--- src/rtl/fpoll_pkg.sv ---
package fpoll_pkg;

  localparam int FLASH_DW   = 8;
  localparam int POLL_BIT   = 7;  // complement-data status bit
  localparam int TOG_BIT    = 6;  // toggling status bit
  localparam int ERR_BIT    = 5;  // time-limit exceeded flag
  localparam logic [FLASH_DW-1:0] RESET_CMD = 8'hF0;

  typedef enum logic [1:0] {
    RES_NONE = 2'd0,
    RES_PASS = 2'd1,
    RES_FAIL = 2'd2,
    RES_TMO  = 2'd3
  } fp_result_e;

  typedef enum logic [2:0] {
    PH_DP_POLL  = 3'd0,
    PH_DP_RECHK = 3'd1,
    PH_TG_A     = 3'd2,
    PH_TG_B     = 3'd3,
    PH_TG_RA    = 3'd4,
    PH_TG_RB    = 3'd5
  } fp_phase_e;

  typedef enum logic [1:0] {
    VD_CONT = 2'd0,
    VD_PASS = 2'd1,
    VD_FAIL = 2'd2
  } fp_verdict_e;

  typedef enum logic [1:0] {
    SQ_IDLE = 2'd0,
    SQ_READ = 2'd1,
    SQ_CMD  = 2'd2
  } fp_seq_e;

endpackage

--- src/rtl/fpoll_decide.sv ---
module fpoll_decide
  import fpoll_pkg::*;
(
  input  fp_phase_e              phase_i,
  input  logic [FLASH_DW-1:0]    byte_i,
  input  logic                   exp_pol_i,
  input  logic                   prev_tog_i,
  output fp_verdict_e            verdict_o,
  output fp_phase_e              next_phase_o
);

  logic pol_match;
  logic tog_same;
  logic err_flag;

  assign pol_match = (byte_i[POLL_BIT] == exp_pol_i);
  assign tog_same  = (byte_i[TOG_BIT] == prev_tog_i);
  assign err_flag  = byte_i[ERR_BIT];

  always_comb begin
    verdict_o    = VD_CONT;
    next_phase_o = phase_i;
    unique case (phase_i)
      PH_DP_POLL: begin
        if (pol_match) begin
          verdict_o = VD_PASS;
        end else if (err_flag) begin
          next_phase_o = PH_DP_RECHK;
        end
      end
      PH_DP_RECHK: begin
        verdict_o = pol_match ? VD_PASS : VD_FAIL;
      end
      PH_TG_A: begin
        next_phase_o = PH_TG_B;
      end
      PH_TG_B: begin
        if (tog_same) begin
          verdict_o = VD_PASS;
        end else if (err_flag) begin
          next_phase_o = PH_TG_RA;
        end else begin
          next_phase_o = PH_TG_A;
        end
      end
      PH_TG_RA: begin
        next_phase_o = PH_TG_RB;
      end
      PH_TG_RB: begin
        verdict_o = tog_same ? VD_PASS : VD_FAIL;
      end
      default: begin
        verdict_o    = VD_FAIL;
        next_phase_o = PH_DP_POLL;
      end
    endcase
  end

endmodule

--- src/rtl/fpoll_count.sv ---
module fpoll_count #(
  parameter int CNT_W = 8
) (
  input  logic             clk,
  input  logic             rst_n,
  input  logic             clr_i,
  input  logic             inc_i,
  input  logic             tmo_en_i,
  input  logic [CNT_W-1:0] limit_i,
  output logic [CNT_W-1:0] count_o,
  output logic             limit_hit_o
);

  localparam logic [CNT_W-1:0] CNT_MAX = {CNT_W{1'b1}};
  localparam logic [CNT_W-1:0] CNT_ONE = CNT_W'(1);

  logic [CNT_W-1:0] cnt_q, cnt_d;
  logic [CNT_W-1:0] bumped;
  logic [CNT_W-1:0] lim_eff;

  assign bumped  = (cnt_q == CNT_MAX) ? CNT_MAX : (cnt_q + CNT_ONE);
  assign lim_eff = (limit_i == '0) ? CNT_ONE : limit_i;

  always_comb begin
    cnt_d = cnt_q;
    if (clr_i) begin
      cnt_d = '0;
    end else if (inc_i) begin
      cnt_d = bumped;
    end
  end

  always_ff @(posedge clk or negedge rst_n) begin
    if (!rst_n) begin
      cnt_q <= '0;
    end else if (clr_i || inc_i) begin
      cnt_q <= cnt_d;
    end
  end

  assign count_o     = cnt_q;
  assign limit_hit_o = tmo_en_i && (bumped >= lim_eff);

  p_count_saturates_r12: assert property (@(posedge clk) disable iff (!rst_n)
    (inc_i && !clr_i && cnt_q == CNT_MAX) |=> (cnt_q == CNT_MAX));

  p_count_clears_r12: assert property (@(posedge clk) disable iff (!rst_n)
    clr_i |=> (cnt_q == '0));

endmodule

--- src/rtl/flash_done_poller.sv ---
module flash_done_poller
  import fpoll_pkg::*;
#(
  parameter int ADDR_W = 19,
  parameter int CNT_W  = 8
) (
  input  logic                clk,
  input  logic                rst_n,
  input  logic                start_i,
  input  logic                method_i,
  input  logic [ADDR_W-1:0]   addr_i,
  input  logic [FLASH_DW-1:0] expect_i,
  input  logic                rst_on_fail_i,
  input  logic                tmo_en_i,
  input  logic [CNT_W-1:0]    tmo_limit_i,
  output logic                busy_o,
  output logic                done_o,
  output logic [1:0]          result_o,
  output logic [CNT_W-1:0]    reads_o,
  output logic                bus_req_o,
  output logic                bus_we_o,
  output logic [ADDR_W-1:0]   bus_addr_o,
  output logic [FLASH_DW-1:0] bus_wdata_o,
  input  logic                bus_ack_i,
  input  logic [FLASH_DW-1:0] bus_rdata_i
);

  fp_seq_e     st_q, st_d;
  fp_phase_e   ph_q, ph_d;
  fp_result_e  res_q, res_d;
  logic        done_q, done_d;
  logic        tog_q, tog_d;

  logic [ADDR_W-1:0] addr_q;
  logic              pol_q;
  logic              rof_q;
  logic              ten_q;
  logic [CNT_W-1:0]  lim_q;

  logic        take_start;
  logic        rd_ack;
  logic        cmd_ack;
  logic        limit_hit;
  fp_verdict_e verdict;
  fp_phase_e   nxt_phase;

  assign take_start = (st_q == SQ_IDLE) && start_i;
  assign rd_ack     = (st_q == SQ_READ) && bus_ack_i;
  assign cmd_ack    = (st_q == SQ_CMD) && bus_ack_i;

  fpoll_decide u_decide (
    .phase_i      (ph_q),
    .byte_i       (bus_rdata_i),
    .exp_pol_i    (pol_q),
    .prev_tog_i   (tog_q),
    .verdict_o    (verdict),
    .next_phase_o (nxt_phase)
  );

  fpoll_count #(.CNT_W(CNT_W)) u_count (
    .clk         (clk),
    .rst_n       (rst_n),
    .clr_i       (take_start),
    .inc_i       (rd_ack),
    .tmo_en_i    (ten_q),
    .limit_i     (lim_q),
    .count_o     (reads_o),
    .limit_hit_o (limit_hit)
  );

  // configuration capture, enabled only by an accepted start
  always_ff @(posedge clk or negedge rst_n) begin
    if (!rst_n) begin
      addr_q <= '0;
      pol_q  <= 1'b0;
      rof_q  <= 1'b0;
      ten_q  <= 1'b0;
      lim_q  <= '0;
    end else if (take_start) begin
      addr_q <= addr_i;
      pol_q  <= expect_i[POLL_BIT];
      rof_q  <= rst_on_fail_i;
      ten_q  <= tmo_en_i;
      lim_q  <= tmo_limit_i;
    end
  end

  // next-state logic
  always_comb begin
    st_d   = st_q;
    ph_d   = ph_q;
    res_d  = res_q;
    tog_d  = tog_q;
    done_d = 1'b0;
    unique case (st_q)
      SQ_IDLE: begin
        if (start_i) begin
          st_d  = SQ_READ;
          ph_d  = method_i ? PH_TG_A : PH_DP_POLL;
          res_d = RES_NONE;
        end
      end
      SQ_READ: begin
        if (bus_ack_i) begin
          tog_d = bus_rdata_i[TOG_BIT];
          unique case (verdict)
            VD_PASS: begin
              st_d   = SQ_IDLE;
              res_d  = RES_PASS;
              done_d = 1'b1;
            end
            VD_FAIL: begin
              if (rof_q) begin
                st_d = SQ_CMD;
              end else begin
                st_d   = SQ_IDLE;
                res_d  = RES_FAIL;
                done_d = 1'b1;
              end
            end
            default: begin
              if (limit_hit) begin
                st_d   = SQ_IDLE;
                res_d  = RES_TMO;
                done_d = 1'b1;
              end else begin
                ph_d = nxt_phase;
              end
            end
          endcase
        end
      end
      SQ_CMD: begin
        if (bus_ack_i) begin
          st_d   = SQ_IDLE;
          res_d  = RES_FAIL;
          done_d = 1'b1;
        end
      end
      default: begin
        st_d = SQ_IDLE;
      end
    endcase
  end

  // state registers
  always_ff @(posedge clk or negedge rst_n) begin
    if (!rst_n) begin
      st_q   <= SQ_IDLE;
      ph_q   <= PH_DP_POLL;
      res_q  <= RES_NONE;
      tog_q  <= 1'b0;
      done_q <= 1'b0;
    end else begin
      st_q   <= st_d;
      ph_q   <= ph_d;
      res_q  <= res_d;
      tog_q  <= tog_d;
      done_q <= done_d;
    end
  end

  assign busy_o      = (st_q != SQ_IDLE);
  assign done_o      = done_q;
  assign result_o    = res_q;
  assign bus_req_o   = (st_q != SQ_IDLE);
  assign bus_we_o    = (st_q == SQ_CMD);
  assign bus_addr_o  = addr_q;
  assign bus_wdata_o = (st_q == SQ_CMD) ? RESET_CMD : '0;

  p_hold_request_r2: assert property (@(posedge clk) disable iff (!rst_n)
    (bus_req_o && !bus_ack_i) |=> (bus_req_o && $stable(bus_addr_o) && $stable(bus_we_o)));

  p_addr_fixed_r2: assert property (@(posedge clk) disable iff (!rst_n)
    (busy_o && $past(busy_o)) |-> $stable(bus_addr_o));

  p_done_single_r11: assert property (@(posedge clk) disable iff (!rst_n)
    done_o |=> !done_o);

  p_done_has_result_r11: assert property (@(posedge clk) disable iff (!rst_n)
    done_o |-> (result_o != RES_NONE && !busy_o));

  p_done_after_ack_r11: assert property (@(posedge clk) disable iff (!rst_n)
    done_o |-> $past(bus_req_o && bus_ack_i));

  p_write_means_fail_r9: assert property (@(posedge clk) disable iff (!rst_n)
    (done_o && $past(bus_we_o)) |-> (result_o == RES_FAIL));

  p_timeout_needs_enable_r10: assert property (@(posedge clk) disable iff (!rst_n)
    (done_o && result_o == RES_TMO) |-> (ten_q && !$past(bus_we_o)));

endmodule

--- config.mk ---
export PLATFORM = sky130hd
export DESIGN_NAME = flash_done_poller
export DESIGN_NICKNAME = d
export VERILOG_FILES = /design/src/rtl/fpoll_pkg.sv /design/src/rtl/fpoll_decide.sv /design/src/rtl/fpoll_count.sv /design/src/rtl/flash_done_poller.sv
export SDC_FILE = /design/constraint.sdc
export NUM_CORES = 1
export LEC_CHECK = 0
export ABC_AREA = 1
export BUFFER_PORTS_ARGS = -buffer_cell sky130_fd_sc_hd__buf_2
export CORE_MARGIN = 3
export CORE_UTILIZATION = 50
export CTS_CLUSTER_SIZE = 14
export DETAILED_ROUTE_END_ITERATION = 10
export PLACE_DENSITY = 0.82
export SYNTH_ARGS = -nofsm -noshare
export SYNTH_HDL_FRONTEND = slang
export SYNTH_SLANG_ARGS = --single-unit
--- constraint.sdc ---
create_clock -name clk -period 3.4 [get_ports clk]
set_clock_uncertainty 0.1 [all_clocks]
set_input_delay 0.85 -clock clk [delete_from_list [all_inputs] [get_ports clk]]
set_output_delay 0.85 -clock clk [all_outputs]
set_load 0.005 [all_outputs]
; Word level (Yosys, flattened, before mapping)
; Index checks and enable logic that the tools add are counted.
[classes]
n_lt_le_gt_ge = 1
n_eq_ne = 23
muxes = 41
n_addsub = 1
reduce_logical = 19
[op_table]
columns = op, n
row1 = $mux 8, 5
row2 = $mux 2, 13
row3 = $mux 3, 8
row4 = $pmux 3 s5, 1
row5 = $ne 3x3->1 const B, 4
row6 = $pmux 2 s3, 2
row7 = $ne 2x2->1 const B, 5
row8 = $pmux 2 s5, 1
row9 = $reduce_and 9->1, 1
row10 = $add 8x1->8 const B, 1
row11 = $eq 8x8->1 const B, 1
row12 = $ge 8x8->1, 1
row13 = $logic_not 8->1, 1
row14 = $pmux 2 s2, 2
row15 = $eq 3x2->1 const B, 2
row16 = $eq 3x3->1 const B, 2
row17 = $mux 1, 6
row18 = $pmux 3 s2, 1
row19 = $reduce_and 6->1, 1
row20 = $reduce_bool 2->1, 3
row21 = $reduce_or 2->1, 3
row22 = $eq 2x1->1 const B, 2
row23 = $eq 2x2->1 const B, 2
row24 = $ne 4x2->1 const B, 1
row25 = 11 further kinds, 16
[totals]
ff_bits = 47
word_cells = 96
output_inout_bits = 41
inputBits = 50

; Longest topological paths before layout
; Gate-level depths: netlist (run 1).
[depth]
depth_word = 8
depth_mapped = 21
depth_no_buf = 21

; By module
; A second synthesis (run 1) with hierarchy kept.
[hier_totals]
hier_cells = 375
hier_area_um2 = 2844.0
[by_module_without_submodules]
columns = mod, instances, cells_per_inst, seq_area_each_um2, area_per_inst_um2
row1 = flash_done_poller, 1, 222, 975.9, 1864.3
row2 = fpoll_count, 1, 111, 200.2, 780.7
row3 = fpoll_decide, 1, 42, 0.0, 198.9

; Least setup slack after synthesis (run 1)
; No wires, ideal clock.
[synth_path]
path_type = input to register
start = in bus_rdata_i[7]
end = reg ph_q[0]
required_time_ps = 3183
path_stages = 11
t_arrival_ps = 2270
setup_ps = 117
path_slack_ps = 913
path_buffers = 0
path_cell_list = or2_2 > nand2_1 > nor3_1 > nor3_1 > ha_1 > nand2_1 > nand3b_1 > a21oi_4 > nand3_2 > nand2_1 > nand2_1
[synth_via]
elab_chain_cells = 7
elab_cells_between_ends = 10
classes_between = 5 x eq/ne / 3 x mux / 2 x reduce/logical
[synth_rtl]
columns = item, line_no
row1 = start: declaration, flash_done_poller.sv:25  ; input logic [FLASH_DW-1:0] bus_rdata_i
row2 = $eq 1x1->1 *, fpoll_decide.sv:16  ; assign pol_match = (byte_i[POLL_BIT] == exp_pol_i);
row3 = $mux 2 / $mux 1 (equally long branches), "fpoll_decide.sv:32, fpoll_decide.sv:25"
row4 = $pmux 2 s5, fpoll_decide.sv:23  ; unique case (phase_i)
row5 = $eq 2x2->1 / $eq 2x1->1 (equally long branches), flash_done_poller.sv:106  ; unique case (verdict)
row6 = $reduce_or 2->1 (no line), --
row7 = $ne 2x2->1 (no line), --
row8 = $reduce_and 9->1 (no line) *, --
row9 = end signal: assignment, flash_done_poller.sv:156  ; ph_q <= ph_d;
row10 = end: declaration, flash_done_poller.sv:29  ; fp_phase_e ph_q, ph_d;
; Mark *: on every way between the ends. The rest lies on a longest branch, timed or not.
; A chain may end at the register's enable or synchronous reset.

; Final worst setup path (run 1)
[layout_path]
start = reg u_count.cnt_q[0], in the netlist u_count.count_o[0]
end = reg st_q[1]
[layout_via]
elab_chain_cells = 6
elab_cells_between_ends = 7
classes_between = 1 x add/sub / 1 x order compare / 2 x eq/ne / 1 x mux / 2 x reduce/logical
[layout_rtl]
columns = item, line_no
row1 = start: declaration, fpoll_count.sv:17  ; logic [CNT_W-1:0] cnt_q, cnt_d;
row2 = start signal: assignment, fpoll_count.sv:37  ; cnt_q <= cnt_d;
row3 = $add 8x1->8 / $eq 8x8->1 (equally long branches), fpoll_count.sv:21  ; assign bumped = (cnt_q == CNT_MAX) ? CNT_MAX : (cnt_q + CNT_ONE);
row4 = $mux 8 *, fpoll_count.sv:21
row5 = $ge 8x8->1 *, fpoll_count.sv:42  ; assign limit_hit_o = tmo_en_i && (bumped >= lim_eff);
row6 = $logic_and 1x1->1 *, fpoll_count.sv:42
row7 = $ne 4x2->1 (no line) *, --
row8 = $reduce_and 4->1 (no line) *, --
row9 = end signal: assignment, flash_done_poller.sv:155  ; st_q <= st_d;
row10 = end: declaration, flash_done_poller.sv:28  ; fp_seq_e st_q, st_d;
; Marks and branches as above.

==> flow_summary_export.csv, run 1 <==
group,metric,value,unit
status,status,"finished, final reports clean",
pwr,power_frac_clock,17.4,%
synth,synth.distinct_cells,33,
sta,fin_ws,0.638,ns
layout,final_nets,484,
sta,whs,0.381,ns
clock_network,root_buffer,"clkbuf_8",
grt,antenna_found_initial,0,
critical_path,rrSetupSlack,0.64,ns
synth,yosysTopAreaCell,"dfrtp_1",
clock_network,ctsResizeCount,0,
critical_path,cpMostUsedCell,"nand2_1",
min_path,hp-start,"bus_addr_o[5]",
placement,finalWeightedCongestion,0.799,
pwr,p_sw_share,41.7,%
synth,async_reset_ff_share,100,%
clock_network,post_cts.repair.setup_buffers,0,
die,fp.coreArea,5170,sq um
die,die_y,79.4,um
grt,track_usage,19.9,%
sta,setup_viol,0,
clock_network,cts_made_buffers,5,
routing,drc,0,
min_path,hold-path-endpoint,"bus_addr_o[5]",
sta,fin_crit_sh,81.2,%
routing,route.met3.wl,404,um
layout,layout-drive-gt1-share,24.5,%
critical_path,critical-path-max-stage-delay,0.41,ns
critical_path,rr_startpoint,"u_count.count_o[0]",
critical_path,crit_slowest_cell,"dfrtp_1",
clock_network,cts_max_level,2,
routing,wl_met2,2760,um
pwr,pwr-share-seq,36.7,%
sta,max_clock_freq,362,MHz
critical_path,crit_required,3.53,ns
routing,vias,2359,
synth,synth_edf_count,0,
sta,worstMarginPinSlew,1.03,ns
clock_network,numClockSinks,47,
sta,rsz0062_at_grt,"false",
synth,yosys_register_bits,47,
critical_path,crit_path_end_kind,"flip-flop",
grt,grt_start_max_net_pins,48,
die,die_w,79.4,um
critical_path,reg2reg_depth,21,
clock_network,cts_tree,"done",
die,std_cell_rows,26,
critical_path,crit_type,"reg -> reg",
routing,routed_wl,5770,um
pwr,p_comb_share,45.9,%
layout,synthToLayoutAreaGrowth,18.5,%
synth,synth.area.top_cells,"dfrtp_1, nand2_1, ha_1, inv_1, buf_4",
synth,syn_inst,347,
pwr,leakagePower,1.90,nW
routing,drt_iter0_markers,126,
sta,finalCriticalPeriod,2.76,ns
routing,antenna_left,0,
routing,avgViaCountPerCell,4.84,
min_path,worstHoldPathCells,2,
grt,overflow,0,
die,dieArea,6300,sq um
synth,synth_area,2690,sq um
sta,hold_viol,0,
job,cap_violations,0,
pwr,ir_drop,0.516,mV
die,initial_core_util,52.1,%
clock_network,clockBufferDepth,2,
grt,first_global_vias,2310,
critical_path,arrival,2.89,ns
pwr,powerDensity,789,nW/um^2
synth,ys_seq_area_share,43.7,%
clock_network,clk_pin_slew_worst_paths,0.09,ns
routing,first_pass_iters,4,
synth,syn_area_per_cell,7.76,sq um
routing,maxUsedRoutingLayer,"met4",
synth,ys.flop_type,"dfrtp_1",
die,io_pins,91,
synth,synth_top_area_share,43.7,%
placement,port_buffers,74,
routing,met1Wirelength,2540,um
sta,slew_viol_final,0,
placement,dp_hpwl,4280,um
sta,fin_tns_setup,0,ns
clock_network,clk_latency,0.30,ns
sta,slew_headroom,31.2,%
synth,ys_warn_count,0,
grt,grt_pass1_wl,10100,um
layout,antenna_cells,0,
critical_path,crit_fanout,5,
min_path,min_path_type,"reg -> reg",
critical_path,reg2reg_to,"st_q[1]",
critical_path,cp-start-kind,"flip-flop",
pwr,p_int,1.47,mW
pwr,p_sw,1.05,mW
placement,pre_cts_slack,0.600,ns
routing,wl_per_cell,11.8,um
clock_network,postCtsHoldBufs,0,
critical_path,cp_cell_sequence,"ha_1 -> nand3_1 -> nor2_2 -> inv_2 -> nor2_4 -> inv_2 -> nor2_8 -> a21oi_1 -> inv_1 -> ha_1 -> nand2_1 -> nor2_1 -> nor2_1 -> nand2_1 -> nand2_1 -> nand2_1 -> nand2_1 -> nand3_1 -> nand2_1 -> nand2_1 -> o21ai_1",
critical path: cells and delay by family (launching register included):
kind | cells | cell delay [ns]
and+or+nand+nor | 14 | 1.13
DFF | 1 | 0.41
AOI/OAI and AO/OA | 2 | 0.26
buffers and inverters | 3 | 0.24
adders and majority gates | 2 | 0.53
synthesized netlist by cell type, types with 2 or more instances:
| cell type | n |
|---|---|
| o22ai_1 | 7 |
| buf_2 | 4 |
| nor3_4 | 2 |
| dfrtp_1 | 47 |
| nand2_1 | 137 |
| nand3_2 | 2 |
| nand3_1 | 11 |
| o21ai_0 | 9 |
| nand4_1 | 6 |
| a21oi_1 | 6 |
| clkbuf_1 | 3 |
| o21ai_1 | 3 |
| nor2_1 | 16 |
| ha_1 | 18 |
| buf_4 | 9 |
| nor3_1 | 5 |
| inv_1 | 39 |
| inv_2 | 8 |
metal layers:
layer / vias up / global-route usage (%)
met4: 0 / 6.36
met1: 1056 / 24.6
li1: 1211 / -
met3: 10 / 5.30
met5: - / 0
met2: 82 / 34.0
layout by cell type, fill, tap and decap left out, drive strengths merged:
cell / instances
nand2: 137
nor3: 7
a211oi: 1
inv: 48
a21oi: 7
nand3b: 1
nand4: 6
xnor2: 1
buf: 75
dfrtp: 47
nor2: 19
a31oi: 1
conb: 4
clkbuf: 6
or2: 1
ha: 18
nor4: 1
a41o: 1
bufinv: 1
nand3: 13
o21a: 1
o21ai: 13
o22ai: 8
through the flow:
stage | total power, mW | utilization, % | cell area, sq um | cells
2_1_floorplan | 1.73 | - | 2710 | 350
3_3_place_gp | 2.03 | 59.4 | 3070 | 479
3_5_place_dp | 2.08 | 59.4 | 3070 | 479
4_1_cts | 2.53 | 61.7 | 3190 | 487
5_1_grt | 2.77 | 61.7 | 3190 | 487
6_report | 2.52 | 61.7 | 3190 | 487
power by group through the flow:
| stage | clock network [mW] | logic, mW | registers [mW] |
|---|---|---|---|
| 2_1_floorplan | 0 | 0.816 | 0.914 |
| 3_3_place_gp | 0 | 1.10 | 0.925 |
| 3_5_place_dp | 0 | 1.16 | 0.927 |
| 4_1_cts | 0.446 | 1.16 | 0.925 |
| 5_1_grt | 0.471 | 1.34 | 0.958 |
| 6_report | 0.440 | 1.16 | 0.924 |
registers in the layout, summed over array words and instances, names as in the netlist:
name,flops
done_o,1
ph_q,3
lim_q,8
tog_q,1
result_o,2
ten_q,1
pol_q,1
rof_q,1
u_count.count_o,8
st_q,2
bus_addr_o,19
cells by family (layout without fill, tap and decap cells):
kind of cell / count (synthesis) / in the layout / share of synthesized area [%]
and+or+nand+nor: 185 / 185 / 29.8
buffers and inverters: 63 / 130 / 10.2
DFF: 47 / 47 / 43.7
AOI/OAI and AO/OA: 32 / 32 / 7.52
adders and majority gates: 18 / 18 / 8.36
other: 1 / 4 / 0.139
xor gates and xnor gates: 1 / 1 / 0.325
layout make-up:
cell class	count	area, sq um
clock buffer	6	82.6
sequential	47	1180
tap	70	87.6
inverter	47	176
clock inverter	2	38.8
fill	468	1980
timing repair buffer	75	378
multi-input combinational	240	1250
worst max-delay path by stage:
stage | start | to | slack [ns] | depth (start not counted)
floorplan | bus_rdata_i[7] | ph_q[0] | 0.91 | 11
global placement | bus_rdata_i[7] | ph_q[1] | 0.66 | 12
detailed placement | bus_rdata_i[7] | ph_q[2] | 0.60 | 12
CTS | u_count.count_o[0] | st_q[1] | 0.64 | 21
global route | u_count.count_o[0] | st_q[1] | 0.34 | 21
finish | u_count.count_o[0] | st_q[1] | 0.64 | 21
(Power assumes the default switching activity.)
==> run 2, diff against run 1 <==
clock period = 2.72 ns   (was 3.4 ns; I/O delays follow)
==> flow_summary_export.csv, run 2 (same netlist as run 1, synthesis figures left out) <==
group,metric,value,unit
critical_path,cp_cell_sequence,"ha_2 -> nand3_2 -> nor2_2 -> inv_2 -> nor2_4 -> inv_4 -> nor2_8 -> nor2_2 -> ha_1 -> nand2_1 -> nor2_2 -> nor2_1 -> nand2_1 -> nand2_1 -> nand2_2 -> nand2_2 -> nand3_4 -> nand2_4 -> nand2_1 -> nand2_1",
die,dieArea,6300,sq um
clock_network,cts_max_level,2,
grt,first_global_vias,2376,
die,initial_core_util,52.1,%
clock_network,numClockSinks,47,
placement,finalWeightedCongestion,0.846,
layout,synthToLayoutAreaGrowth,24.9,%
sta,setup_viol,0,
sta,whs,0.160,ns
clock_network,root_buffer,"clkbuf_8",
layout,final_nets,490,
layout,antenna_cells,0,
layout,fin_util,65.0,%
pwr,finalPower,3.39,mW
layout,final_cells,493,
die,die_y,79.4,um
routing,antenna_left,0,
sta,finalCriticalPeriod,2.64,ns
clock_network,postCtsHoldBufs,0,
critical_path,crit_slowest_cell,"dfrtp_1",
layout,largest_reg_flops,19,
routing,wl_met2,2880,um
clock_network,clockBufferDepth,2,
placement,dp.cells,482,
routing,met1Wirelength,2720,um
pwr,ir_drop,0.500,mV
layout,final_cell_mix,"nand2_1, buf_2, dfrtp_1",
routing,vias,2431,
placement,port_buffers,74,
critical_path,reg2reg_depth,20,
critical_path,crit_path_end_kind,"flip-flop",
routing,drt_iter0_markers,107,
placement,pre_cts_slack,0.0700,ns
placement,dp_hpwl,4370,um
sta,slew_headroom,61.7,%
layout,fillCellCount,419,
clock_network,cts_tree,"done",
critical_path,cpMostUsedCell,"nand2_1",
critical_path,arrival,2.79,ns
die,std_cell_rows,26,
sta,fin_ws,0.0815,ns
routing,avgViaCountPerCell,4.93,
grt,grt_pass1_wl,10300,um
routing,maxUsedRoutingLayer,"met4",
critical_path,rrSetupSlack,0.08,ns
grt,overflow,0,
sta,max_clock_freq,379,MHz
pwr,powerDensity,1010,nW/um^2
pwr,leakagePower,1.94,nW
die,io_pins,91,
layout,mostFrequentLayoutCell,"nand2_1",
grt,grt_start_max_net_pins,39,
job,cap_violations,0,
clock_network,clk_latency,0.31,ns
routing,routed_wl,6150,um
sta,slew_viol_final,0,
routing,drc,0,
status,status,"finished, final reports clean",
min_path,min_path_type,"in -> async",
sta,worstMarginPinSlew,0.573,ns
critical_path,critical-path-max-stage-delay,0.38,ns
critical_path,rr_startpoint,"u_count.count_o[1]",
sta,hold_viol,0,
grt,antenna_found_initial,0,
routing,first_pass_iters,4,
critical_path,reg2reg_to,"st_q[0]",
routing,route.met3.wl,407,um
sta,fin_crit_sh,97.0,%
clock_network,clk_pin_slew_worst_paths,0.09,ns
die,die_w,79.4,um
routing,wl_per_cell,12.5,um
clock_network,cts_made_buffers,5,
critical_path,crit_type,"reg -> reg",
die,fp.coreArea,5170,sq um
sta,rsz0062_at_grt,"true",
critical_path,cp-start-kind,"flip-flop",
critical_path,crit_required,2.87,ns
grt,track_usage,20.5,%
critical_path,crit_fanout,5,
layout,layout-drive-gt1-share,30.0,%
[run 2: how the worst max path moves through the flow]
stage	from	to	slack, ns	depth (start not counted)
3_5_place_dp	u_count.count_o[0]	st_q[1]	0.07	21
2_1_floorplan	u_count.count_o[0]	st_q[1]	0.33	21
4_1_cts	u_count.count_o[0]	st_q[1]	0.06	21
5_1_grt	u_count.count_o[0]	st_q[1]	-0.07	20
3_3_place_gp	u_count.count_o[0]	st_q[1]	0.15	21
6_report	u_count.count_o[1]	st_q[0]	0.08	20
[run 2: area by class of cell]
class / count / area, sq um / area share (%)
sequential: 47 / 1180 / 35.0
multi-input combinational: 240 / 1360 / 40.5
timing repair buffer: 81 / 423 / 12.6
tap: 70 / 87.6 / 2.60
clock buffer: 6 / 72.6 / 2.16
inverter: 47 / 181 / 5.39
clock inverter: 2 / 60.1 / 1.79
[run 2: worst max-delay path, delay by kind of cell (launching register included)]
kind                     cells  cell delay (ns)
flip-flops                   1             0.38
buffers and inverters        2             0.12
AND/OR/NAND/NOR             16             1.50
adder cells (fa/ha/maj)      2             0.52
[run 2: per-stage QoR]
stage               area [sq um]  setup TNS, ns
finish                      3360              0
global route                3360         -0.234
CTS                         3230              0
detailed placement          3090              0
global placement            3090              0
floorplan                   2710              0
[run 2: routing by layer]
metal	track usage (%)	up-vias
li1	-	1221
met1	25.6	1120
met2	33.5	73
met3	6.09	17
met4	7.90	0
met5	0	-
[run 2: what timing repair did]
| action | CTS | global route |
|---|---|---|
| buffers inserted | 0 | 3 |
| gates resized for setup | 0 | 25 |
| endpoints found under the setup margin | 0 | 8 |
[run 2: report_power, final]
part           internal, mW  switching (mW)
clock network         0.368           0.246
registers             0.975           0.189
logic                 0.636           0.979
total                  1.98            1.41
==> run 3, diff against run 2 <==
ABC_AREA = 0   (was 1)
PLACE_DENSITY = 0.83   (was 0.82)
==> flow_summary_export.csv, run 3 <==
group,metric,value,unit
status,status,"finished with violations",
status,violations,"negative setup slack",
critical_path,reg2reg_to,"ph_q[1]",
sta,worstMarginPinSlew,0.576,ns
clock_network,cts_tree,"done",
critical_path,crit_type,"reg -> reg",
sta,setup_viol,3,
pwr,leakagePower,1.89,nW
pwr,p_sw_share,39.3,%
routing,routed_wl,6280,um
layout,largest_reg_flops,19,
pwr,powerDensity,969,nW/um^2
pwr,finalPower,3.35,mW
synth,async_reset_ff_share,100,%
clock_network,clk_latency,0.30,ns
critical_path,crit_required,2.82,ns
critical_path,path_depth,11,
die,die_y,78.9,um
die,dieArea,6220,sq um
synth,synth_edf_count,0,
pwr,ir_drop,0.583,mV
grt,first_global_vias,2326,
layout,mostFrequentLayoutCell,"nand2_1",
sta,slew_viol_final,0,
placement,pre_cts_slack,-0.108,ns
synth,ys.flop_type,"dfrtp_1",
placement,finalWeightedCongestion,0.858,
die,initial_core_util,54.1,%
layout,antenna_cells,0,
min_path,min_path_type,"in -> async",
clock_network,postCtsHoldBufs,0,
layout,fillCellCount,377,
synth,syn_inst,305,
placement,dp_hpwl,4520,um
routing,vias,2383,
critical_path,critPathBufInv,1,
layout,final_nets,470,
clock_network,clockBufferDepth,2,
routing,first_pass_iters,4,
grt,track_usage,20.3,%
critical_path,crit_fanout,4,
clock_network,root_buffer,"clkbuf_8",
synth,syn_area_per_cell,8.71,sq um
sta,fin_crit_sh,102,%
critical_path,rr_startpoint,"u_count.count_o[1]",
synth,ys_seq_area_share,44.3,%
die,io_pins,91,
grt,grt_pass1_wl,10200,um
pwr,power_frac_clock,13.5,%
synth,synth_top_area_share,44.3,%
layout,final_cell_mix,"nand2_1, buf_2, dfrtp_1",
sta,slew_headroom,61.6,%
routing,drc,0,
synth,yosysMostFrequentCell,"nand2_1",
die,die_w,78.9,um
die,fp.coreArea,4910,sq um
synth,synth.distinct_cells,43,
clock_network,clk_pin_slew_worst_paths,0.09,ns
synth,synth.area.top_cells,"dfrtp_1, nand2_1, ha_1, a21oi_1, o21ai_0",
grt,antenna_found_initial,0,
layout,synthToLayoutAreaGrowth,30.1,%
sta,hold_viol,0,
pwr,p_sw,1.32,mW
job,cap_violations,0,
die,std_cell_rows,25,
critical_path,cp-start-kind,"flip-flop",
pwr,p_int,2.03,mW
clock_network,cts_made_buffers,5,
routing,avgViaCountPerCell,5.07,
critical_path,cp_cell_sequence,"ha_2 -> and3_4 -> buf_4 -> a21oi_2 -> mux2i_1 -> ha_1 -> and4_1 -> and2_1 -> a32oi_2 -> o2111ai_2 -> a221o_1",
routing,wl_per_cell,13.4,um
critical_path,crit_slowest_cell,"dfrtp_1",
layout,layout-drive-gt1-share,34.0,%
grt,overflow,0,
critical_path,rrSetupSlack,-0.06,ns
grt,grt_start_max_net_pins,48,
synth,yosys_register_bits,47,
layout,fin_util,70.3,%
sta,max_clock_freq,360,MHz
synth,yosysTopAreaCell,"dfrtp_1",
pwr,pwr-share-seq,34.6,%
sta,fin_ws,-0.0613,ns
critical_path,critPathCapture,"ph_q[1]",
clock_network,cts_max_level,2,
routing,antenna_left,0,
sta,rsz0062_at_grt,"true",
critical_path,critical_path.startpoint,"u_count.count_o[1]",
critical_path,reg2reg_depth,11,
synth,synth_area,2660,sq um
synth,synthTopCellsByCount,"nand2_1, dfrtp_1, inv_1",
critical_path,arrival,2.88,ns
routing,drt_iter0_markers,144,
critical_path,critical-path-max-stage-delay,0.41,ns
synth,ys_warn_count,0,
critical_path,crit_path_end_kind,"flip-flop",
clock_network,numClockSinks,47,
sta,finalCriticalPeriod,2.78,ns
pwr,p_comb_share,51.8,%
critical_path,cpLargestDelayFamily,"compound AO/OA/AOI/OAI gates",
placement,port_buffers,74,
[run 3: cell count changes in the layout (fill, tap and decap cells not counted), sizes merged, moves of 5 or more]
| cell | previous run | this run |
|---|---|---|
| a21oi | 7 | 17 |
| nand2 | 137 | 96 |
| o22ai | 8 | 0 |
| inv | 47 | 20 |
| mux2i | 0 | 5 |
| xnor2 | 1 | 6 |
| nor3 | 7 | 1 |
| nor2 | 19 | 10 |
| nand3 | 13 | 3 |
| o21ai | 13 | 18 |
| and2 | 0 | 7 |
| buf | 81 | 106 |
[run 3: timing repair]
action	CTS	global route
pin swaps	7	13
endpoints found under the setup margin	3	7
setup buffers	4	2
gates resized for setup	1	14
[run 3: power groups by stage]
stage	Clock, mW	Combinational [mW]	Sequential (mW)
floorplan	0	0.981	1.16
global placement	0	1.51	1.15
detailed placement	0	1.59	1.16
CTS	0.463	1.62	1.15
global route	0.496	1.96	1.19
finish	0.453	1.73	1.16
[run 3: worst min path at each step]
| stage | startpoint | endpoint | cells past startpoint |
|---|---|---|---|
| 6_report | rst_n | bus_addr_o[10] | 2 |
| 5_1_grt | bus_addr_o[10] | bus_addr_o[10] | 2 |
| 4_1_cts | rst_n | u_count.count_o[5] | 2 |
| 3_5_place_dp | bus_addr_o[10] | bus_addr_o[10] | 2 |
| 3_3_place_gp | bus_addr_o[7] | bus_addr_o[7] | 2 |
| 2_1_floorplan | rst_n | bus_addr_o[0] | 0 |
[run 3: layout make-up]
class / instances / area [sq um] / share of cell area (%)
clock buffer: 6 / 82.6 / 2.39
clock inverter: 2 / 16.3 / 0.471
inverter: 20 / 75.1 / 2.17
multi-input combinational: 222 / 1410 / 40.7
sequential: 47 / 1180 / 34.1
tap: 67 / 83.8 / 2.43
timing repair buffer: 106 / 614 / 17.8
[run 3: worst reg2reg max path, stage by stage, from the launching register on]
cell,delay [ns]
dfrtp_1,0.41
ha_2,0.20
and3_4,0.20
buf_4,0.15
a21oi_2,0.11
mux2i_1,0.10
ha_1,0.33
and4_1,0.18
and2_1,0.17
a32oi_2,0.23
o2111ai_2,0.18
a221o_1,0.34
[run 3: metrics by stage]
stage          std cells  TNS, ns  cell area (sq um)  hold WS [ns]
2_1_floorplan        308   -0.250               2700         0.284
3_3_place_gp         456   -0.218               3230         0.355
6_report             470  -0.0849               3450         0.353
4_1_cts              468   -0.112               3370         0.376
3_5_place_dp         456   -0.488               3230         0.358
5_1_grt              470   -0.564               3450         0.399
[run 3: layer usage]
layer  up-vias  global-route usage [%]  share of wire (%)
met5         -                       0                  0
met1      1103                    26.0                 45
li1       1190                       -                  -
met4         0                    6.01                1.6
met2        78                    34.5                 47
met3        12                    4.42                6.4
[run 3: cells by family after synthesis]
group                      count (synthesis)  synth area share [%]
and+or+nand+nor                          132                  21.7
muxes                                      7                  2.73
other                                      1                 0.141
adders and majority gates                 18                  8.48
DFF                                       47                  44.3
buffers and inverters                     39                  7.12
AOI/OAI and AO/OA                         55                  13.6
xor gates and xnor gates                   6                  1.98
